==> src/rtl/uart_csr_pkg.sv <==
package uart_csr_pkg;
    localparam int SPEED_W  = 4;
    localparam int CTL_RXIE = 4;
    localparam int CTL_TXIE = 5;
    localparam int CTL_RTS  = 6;
    localparam int STS_OVR  = 0;
    localparam int STS_RXF  = 5;
    localparam int STS_TXE  = 6;

    typedef struct packed {
        logic               rts;
        logic               tx_ie;
        logic               rx_ie;
        logic [SPEED_W-1:0] speed;
    } ctrl_t;
endpackage

==> src/rtl/uart_csr_rx.sv <==
module uart_csr_rx #(
    parameter int DATA_W = 8
) (
    input  logic              clk,
    input  logic              rst_n,
    input  logic              rx_strobe,
    input  logic [DATA_W-1:0] rx_byte,
    input  logic              rd_data,
    input  logic              rd_status,
    output logic [DATA_W-1:0] rx_data,
    output logic              rx_full,
    output logic              overrun
);
    typedef struct packed {
        logic [DATA_W-1:0] data;
        logic              full;
        logic              ovr;
    } rx_state_t;

    rx_state_t st_d, st_q;

    always_comb begin
        st_d = st_q;
        if (rd_status) st_d.ovr  = 1'b0;
        if (rd_data)   st_d.full = 1'b0;
        if (rx_strobe) begin
            st_d.data = rx_byte;
            st_d.full = 1'b1;
            if (st_q.full && !rd_data) st_d.ovr = 1'b1;
        end
    end

    always_ff @(posedge clk or negedge rst_n) begin
        if (!rst_n) st_q <= '0;
        else        st_q <= st_d;
    end

    assign rx_data = st_q.data;
    assign rx_full = st_q.full;
    assign overrun = st_q.ovr;


    rx_capture_chk: assert property (@(posedge clk) disable iff (!rst_n)
        rx_strobe |=> (rx_full && rx_data == $past(rx_byte)));

    rx_overrun_chk: assert property (@(posedge clk) disable iff (!rst_n)
        (rx_strobe && rx_full && !rd_data) |=> overrun);

    rx_clear_chk: assert property (@(posedge clk) disable iff (!rst_n)
        (rd_data && !rx_strobe) |=> !rx_full);
endmodule

==> src/rtl/uart_csr_tx.sv <==
module uart_csr_tx #(
    parameter int DATA_W = 8
) (
    input  logic              clk,
    input  logic              rst_n,
    input  logic              wr_data,
    input  logic [DATA_W-1:0] wdata,
    input  logic              tx_take,
    output logic [DATA_W-1:0] tx_byte,
    output logic              tx_empty
);
    typedef struct packed {
        logic [DATA_W-1:0] data;
        logic              empty;
    } tx_state_t;

    tx_state_t st_d, st_q;

    always_comb begin
        st_d = st_q;
        if (tx_take && !st_q.empty) st_d.empty = 1'b1;
        if (wr_data) begin
            st_d.data  = wdata;
            st_d.empty = 1'b0;
        end
    end

    always_ff @(posedge clk or negedge rst_n) begin
        if (!rst_n) begin
            st_q.data  <= '0;
            st_q.empty <= 1'b1;
        end else begin
            st_q <= st_d;
        end
    end

    assign tx_byte  = st_q.data;
    assign tx_empty = st_q.empty;


    tx_load_chk: assert property (@(posedge clk) disable iff (!rst_n)
        wr_data |=> (!tx_empty && tx_byte == $past(wdata)));

    tx_take_chk: assert property (@(posedge clk) disable iff (!rst_n)
        (tx_take && !wr_data) |=> tx_empty);
endmodule

==> src/rtl/uart_csr_baud.sv <==
module uart_csr_baud #(
    parameter int SPEED_W  = 4,
    parameter int BASE_DIV = 4
) (
    input  logic               clk,
    input  logic               rst_n,
    input  logic [SPEED_W-1:0] speed,
    output logic               baud_tick
);
    localparam int CW = SPEED_W + $clog2(BASE_DIV) + 1;

    logic [CW-1:0] cnt_d, cnt_q;
    logic [CW-1:0] limit;

    always_comb begin
        limit     = (CW'(speed) + CW'(1)) * CW'(BASE_DIV) - CW'(1);
        baud_tick = (cnt_q >= limit);
        cnt_d     = baud_tick ? '0 : cnt_q + CW'(1);
    end

    always_ff @(posedge clk or negedge rst_n) begin
        if (!rst_n) cnt_q <= '0;
        else        cnt_q <= cnt_d;
    end


    baud_gap_chk: assert property (@(posedge clk) disable iff (!rst_n)
        baud_tick |=> !baud_tick);
endmodule

==> src/rtl/uart_csr.sv <==
module uart_csr
    import uart_csr_pkg::*;
#(
    parameter int BUS_W    = 32,
    parameter int DATA_W   = 8,
    parameter int BASE_DIV = 4
) (
    input  logic              clk,
    input  logic              rst_n,
    input  logic              bus_sel,
    input  logic              bus_wr,
    input  logic              bus_addr,
    input  logic [BUS_W-1:0]  bus_wdata,
    output logic [BUS_W-1:0]  bus_rdata,
    input  logic              rx_strobe,
    input  logic [DATA_W-1:0] rx_byte,
    input  logic              tx_take,
    output logic [DATA_W-1:0] tx_byte,
    output logic              tx_valid,
    output logic              rts,
    output logic              baud_tick,
    output logic              irq
);
    ctrl_t ctrl_d, ctrl_q;
    logic  rd_data, rd_status, wr_data, wr_ctrl;
    logic  rx_full, overrun, tx_empty;
    logic [DATA_W-1:0] rx_data;
    logic  unused_wbits;

    assign unused_wbits = ^bus_wdata;

    always_comb begin
        rd_data   = bus_sel && !bus_wr && !bus_addr;
        rd_status = bus_sel && !bus_wr &&  bus_addr;
        wr_data   = bus_sel &&  bus_wr && !bus_addr;
        wr_ctrl   = bus_sel &&  bus_wr &&  bus_addr;
        ctrl_d    = ctrl_q;
        if (wr_ctrl) begin
            ctrl_d.speed = bus_wdata[SPEED_W-1:0];
            ctrl_d.rx_ie = bus_wdata[CTL_RXIE];
            ctrl_d.tx_ie = bus_wdata[CTL_TXIE];
            ctrl_d.rts   = bus_wdata[CTL_RTS];
        end
    end

    always_ff @(posedge clk or negedge rst_n) begin
        if (!rst_n) ctrl_q <= '0;
        else        ctrl_q <= ctrl_d;
    end

    uart_csr_rx #(.DATA_W(DATA_W)) u_rx (
        .clk(clk), .rst_n(rst_n), .rx_strobe(rx_strobe), .rx_byte(rx_byte),
        .rd_data(rd_data), .rd_status(rd_status), .rx_data(rx_data),
        .rx_full(rx_full), .overrun(overrun));

    uart_csr_tx #(.DATA_W(DATA_W)) u_tx (
        .clk(clk), .rst_n(rst_n), .wr_data(wr_data),
        .wdata(bus_wdata[DATA_W-1:0]), .tx_take(tx_take),
        .tx_byte(tx_byte), .tx_empty(tx_empty));

    uart_csr_baud #(.SPEED_W(SPEED_W), .BASE_DIV(BASE_DIV)) u_baud (
        .clk(clk), .rst_n(rst_n), .speed(ctrl_q.speed), .baud_tick(baud_tick));

    always_comb begin
        bus_rdata = '0;
        if (bus_addr) begin
            bus_rdata[STS_OVR] = overrun;
            bus_rdata[STS_RXF] = rx_full;
            bus_rdata[STS_TXE] = tx_empty;
        end else begin
            bus_rdata[DATA_W-1:0] = rx_data;
        end
    end

    assign rts      = ctrl_q.rts;
    assign tx_valid = !tx_empty;
    assign irq      = (ctrl_q.rx_ie && rx_full) || (ctrl_q.tx_ie && tx_empty);


    rts_follow_chk: assert property (@(posedge clk) disable iff (!rst_n)
        wr_ctrl |=> (rts == $past(bus_wdata[CTL_RTS])));

    irq_rx_chk: assert property (@(posedge clk) disable iff (!rst_n)
        (rx_strobe && ctrl_q.rx_ie && !wr_ctrl) |=> irq);
endmodule

==> config.mk <==
export PLATFORM = sky130hd
export DESIGN_NAME = uart_csr
export DESIGN_NICKNAME = d
export VERILOG_FILES = /design/src/rtl/uart_csr_pkg.sv /design/src/rtl/uart_csr_rx.sv /design/src/rtl/uart_csr_tx.sv /design/src/rtl/uart_csr_baud.sv /design/src/rtl/uart_csr.sv
export SDC_FILE = /design/constraint.sdc
export NUM_CORES = 1
export LEC_CHECK = 0
export BUFFER_PORTS_ARGS = -buffer_cell sky130_fd_sc_hd__buf_2
export CAP_MARGIN = 10
export CORE_MARGIN = 2
export CORE_UTILIZATION = 43
export CTS_CLUSTER_DIAMETER = 150
export DETAILED_ROUTE_END_ITERATION = 16
export PLACE_DENSITY = 0.75
export SLEW_MARGIN = 10
export SYNTH_ARGS = -nofsm -noshare
export SYNTH_HDL_FRONTEND = slang
export SYNTH_HIERARCHICAL = 1
export SYNTH_SLANG_ARGS = --single-unit
==> constraint.sdc <==
create_clock -name clk -period 3.8 [get_ports clk]
set_clock_uncertainty 0.15 [all_clocks]
set_input_delay 0.76 -clock clk [delete_from_list [all_inputs] [get_ports clk]]
set_output_delay 0.76 -clock clk [all_outputs]
set_load 0.01 [all_outputs]
After elaboration in Yosys (flattened, before gate mapping)
Index checks and enable logic that the tools add are counted.
Cells by class
  reduce and logical (&&, ||, !) cells: 17
  $add $sub $neg: 3
  muxes and demuxes: 11
  $lt $le $gt $ge: 1
Operator list (number)
  1-bit logical AND: 10
  7-bit by 1-bit adder with 7-bit output, second input constant: 1
  7-bit >= comparator: 1
  1-bit 2-to-1 mux: 7
  7-bit 2-to-1 mux: 1
  7-bit by 1-bit subtractor with 7-bit output, second input constant: 1
  4-bit by 1-bit adder with 5-bit output, second input constant: 1
  1-bit logical NOT: 4
  2-bit 2-to-1 mux: 2
  4-bit 2-to-1 mux: 1
  2-bit nonzero test: 2
  1-bit logical OR: 1
Storage, ports and cells
  output and inout port bits: 44
  logic and storage cells: 42
  input port bits: 47
  bits in registers: 33

Logic depth before layout (Yosys ltp)
  word-level depth: 7
  gate-level depth with buffers: 10
  depth with buffers taken out: 10

Hierarchy
The synthesis kept the hierarchy.
Modules (own cells, without submodules)
  uart_csr: sequential area each 175.2 sq um, cells each 55, times used 1, area each 564.3 sq um
  uart_csr_baud: sequential area each 175.2 sq um, cells each 53, times used 1, area each 534.3 sq um
  uart_csr_rx: sequential area each 250.2 sq um, cells each 23, times used 1, area each 407.9 sq um
  uart_csr_tx: sequential area each 226.5 sq um, cells each 19, times used 1, area each 367.9 sq um

Least setup slack after synthesis
No wires, ideal clock.
  kind: register to output
  start: register ctrl_q[0] (netlist bit)
  end: output baud_tick
  path slack: 0.637 ns
  cell stages (with the launch flop): 9
  data arrival time: 2.253 ns
  path buffers: 0
  required time: 2.890 ns
  path through: dfrtp_1 ha_1 and4bb_1 o31ai_2 xor2_1 ha_1 a21o_1 a221oi_2 nand2_2
Between the ends
  cells in the longest elaborated chain, start to end: 3
RTL lines
  start, declared: line uart_csr.sv:24  | ctrl_t ctrl_d, ctrl_q;
  start signal, assigned: line uart_csr.sv:48  | else ctrl_q <= ctrl_d;
  4-bit by 1-bit adder with 5-bit output: line uart_csr_baud.sv:16  | limit = (CW'(speed) + CW'(1)) * CW'(BASE_DIV) - CW'(1);
  7-bit by 1-bit subtractor with 7-bit output: line uart_csr_baud.sv:16
  7-bit >= comparator: line uart_csr_baud.sv:17  | baud_tick = (cnt_q >= limit);
  end, declared: line uart_csr.sv:21  | output logic baud_tick,
Every way passes these cells.

Final worst setup path
  start: register ctrl_q[1] (netlist bit)
  end: output baud_tick
Same word-level chain as after synthesis.

==> flow_summary.json <==
{
  "status": "finished, final reports clean",
  "gp_congestion": 0.721,
  "cp_max_fo": 6,
  "worstPathRequired_ns": 2.89,
  "synthAdderAreaFrac_pct": 5.34,
  "antenna_cells": 0,
  "netlist_area_um2": 1870,
  "hp-start": "u_rx/rx_data[3]$_DFFE_PN0P_",
  "placed_cells": 241,
  "synth_flop_cell": "dfrtp_1",
  "final_layout_size_suffix_gt1_share_pct": 44.0,
  "synth.area.top_cells": "dfrtp_1 (43%), mux2_4 (13%), buf_4 (10%), mux2_2 (6.0%), ha_1 (5.3%)",
  "grt_pass1_vias": 1155,
  "fmax_mhz": 274,
  "p_int_w": 0.000792,
  "grt_max_degree": 34,
  "via_count": 1185,
  "seq_area_um2": 828,
  "rsz0062_at_grt": "no",
  "die_x_um": 70.0,
  "clkTransAtPathRegs_ns": 0.06,
  "vias_per_cell": 4.70,
  "period_minus_slack_ns": 3.64,
  "cp.arrival_ns": 2.73,
  "yosys_warnings": 6,
  "multiInputGateArea_um2": 917,
  "async_reset_ff_share_pct": 100,
  "htree_num_levels": 2,
  "synth_top_family_by_area": "multiplexers",
  "ioPinCount": 91,
  "cts_sinks": 33,
  "p_per_area_nw_per_um2": 534,
  "cts_root_buf": "clkbuf_8",
  "synth_common_cells": "dfrtp_1 (32), buf_4 (25), mux2_4 (16), mux2_2 (10)",
  "die_height_um": 70.0,
  "syn_avg_cell_area_um2": 12.5,
  "cts_hold_buffers": 0,
  "overflow": 0,
  "hpwl_um": 2230,
  "regToRegStartpoint": "ctrl_q[1]$_DFFE_PN0P_",
  "synth_edf_count": 0,
  "clk_latency_ns": 0.28,
  "finalHoldViolCount": 0,
  "rr_worst_depth": 10,
  "drt_first_pass_iters": 4,
  "synth_top_cell_by_area": "dfrtp_1",
  "cts_tree": "done",
  "power.leakage_nw": 1.10,
  "startpoint": "ctrl_q[1]$_DFFE_PN0P_",
  "hold_depth": 1,
  "start_kind": "register",
  "final-max-slew-violation-count": 0,
  "syn2layout_area_growth_pct": 15.2,
  "post-route-util_pct": 50.6,
  "layout.nets": 254,
  "synth_top_area_share_pct": 42.7,
  "post-synth-top-count-cell": "dfrtp_1",
  "setup_viol": 0,
  "synth_seq_cells": 33,
  "grt_use_total_pct": 13.3,
  "fill_cells": 379,
  "clockBufferDepth": 2,
  "max_cap_viol_count": 0,
  "core_region_area_um2": 4260,
  "synth_compound_area_share_pct": 5.74,
  "port_buffers": 42,
  "finalSetupTns_ns": 0,
  "clkPwrFrac_pct": 22.8,
  "tightest_slew_ns": 0.709,
  "slew_headroom_pct": 52.7,
  "ir_worst_vdd_uv": 312,
  "start_util_pct": 44.0,
  "drc_errors": 0,
  "fin_cells": 252,
  "synth_seq_area_share_pct": 44.1,
  "yosys.area_share.simple_pct": 9.35,
  "cts_inserted_buffers": 5,
  "comb_power_share_pct": 34.9,
  "switching_share_pct": 31.4,
  "critPathKind": "register to output port",
  "fin_crit_sh_pct": 95.9,
  "hp-class": "register to register",
  "dieArea_um2": 4900,
  "antenna_left": 0,
  "initialDrtViolationCount": 19,
  "switching_power_w": 0.000362,
  "end_kind": "output port",
  "dpl-instance-area_um2": 2030,
  "grt_pass1_wl_um": 5160,
  "yosys-mux-area-fraction_pct": 18.8,
  "syn_inst": 150,
  "seq_power_share_pct": 42.3,
  "final_area_um2": 2160,
  "antenna_found_initial": 0,
  "synth-xor-area-share_pct": 4.21,
  "wl_per_cell_um": 12.2,
  "drt_wl_total_um": 3070,
  "yosysUniqueCellTypes": 35,
  "rows": 24
}
-- final cells by class --
type	count	share of cell area [%]
Clock buffer	8	4.17
Multi-Input combinational cell	108	42.5
Sequential cell	33	38.4
Tap cell	52	3.01
Inverter	5	0.869
Timing Repair Buffer	46	11.1
-- final timing paths --
check | slack (ns) | endpoint
setup / recovery | 0.16 | baud_tick
min in group asynchronous | 0.38 | ctrl_q[5]$_DFFE_PN0P_
max in group asynchronous | 2.63 | ctrl_q[1]$_DFFE_PN0P_
hold / removal | 0.36 | u_rx/rx_data[3]$_DFFE_PN0P_
setup reg to reg | 1.04 | u_baud/cnt_q[4]$_DFF_PN0_
hold reg to reg | 0.36 | u_rx/rx_data[3]$_DFFE_PN0P_
-- flip-flops by register name (all words and copies together) (netlist names) --
signal,count
u_rx/rx_data,8
u_tx/tx_byte,8
u_baud/cnt_q,7
ctrl_q,6
rts,1
u_rx/overrun,1
u_rx/rx_full,1
u_tx/tx_empty,1
-- kinds of logic after synthesis --
logic type               after synthesis
buffers and inverters                 32
other                                  1
AND/OR/NAND/NOR                       29
XOR/XNOR                               9
multiplexers                          26
flip-flops                            33
AO/OA/AOI/OAI                         12
adder cells (fa/ha/maj)                8
-- power groups by stage --
stage / Combinational (W) / Clock (W) / Sequential (W)
final: 0.000403 / 0.000263 / 0.000489
after global routing: 0.000449 / 0.000294 / 0.000500
after CTS: 0.000370 / 0.000275 / 0.000487
after detailed placement: 0.000368 / 0 / 0.000492
after global placement: 0.000356 / 0 / 0.000491
after floorplan: 0.000280 / 0 / 0.000488
-- metal layers --
layer	GRT usage [%]	vias to the layer above	wire [um]
met5	0	-	0
li1	-	565	-
met1	16.6	566	1320
met4	7.48	0	71
met2	20.4	48	1470
met3	4.33	6	206
-- worst max-delay path, cell delays in order (launching register included) --
cell and delay [ns]:
dfrtp_2 0.46, ha_4 0.30, and4bb_1 0.22, o31ai_2 0.25, xor2_1 0.19, ha_1 0.26
a21o_1 0.19, a221oi_2 0.30, nand2_2 0.13, buf_2 0.16
-- cell usage in the layout (no fill, tap or decap), drive strengths merged, types with 2 or more instances in the layout --
master and n:
inv 5, buf 46, a21o 2, and3 3, dfrtp 32, a31oi 2
mux2 26, xnor2 3, xor2 6, nor2 8, nand3 5, clkbuf 8
nand2 3, nor2b 5, conb 24, ha 8
-- metrics by stage --
| stage | hold slack [ns] | setup slack (ns) | power, W |
|---|---|---|---|
| 2_1_floorplan | 0.308 | 0.637 | 0.000767 |
| 3_3_place_gp | 0.327 | 0.372 | 0.000847 |
| 3_5_place_dp | 0.339 | 0.309 | 0.000860 |
| 4_1_cts | 0.364 | 0.00418 | 0.00113 |
| 5_1_grt | 0.381 | 0.00494 | 0.00124 |
| 6_report | 0.360 | 0.155 | 0.00115 |
-- repair_timing --
item / CTS / global route
endpoints found under the setup margin: 0 / 1
resized for setup: 0 / 2
setup buffers: 0 / 3
(Power assumes the default switching activity.)
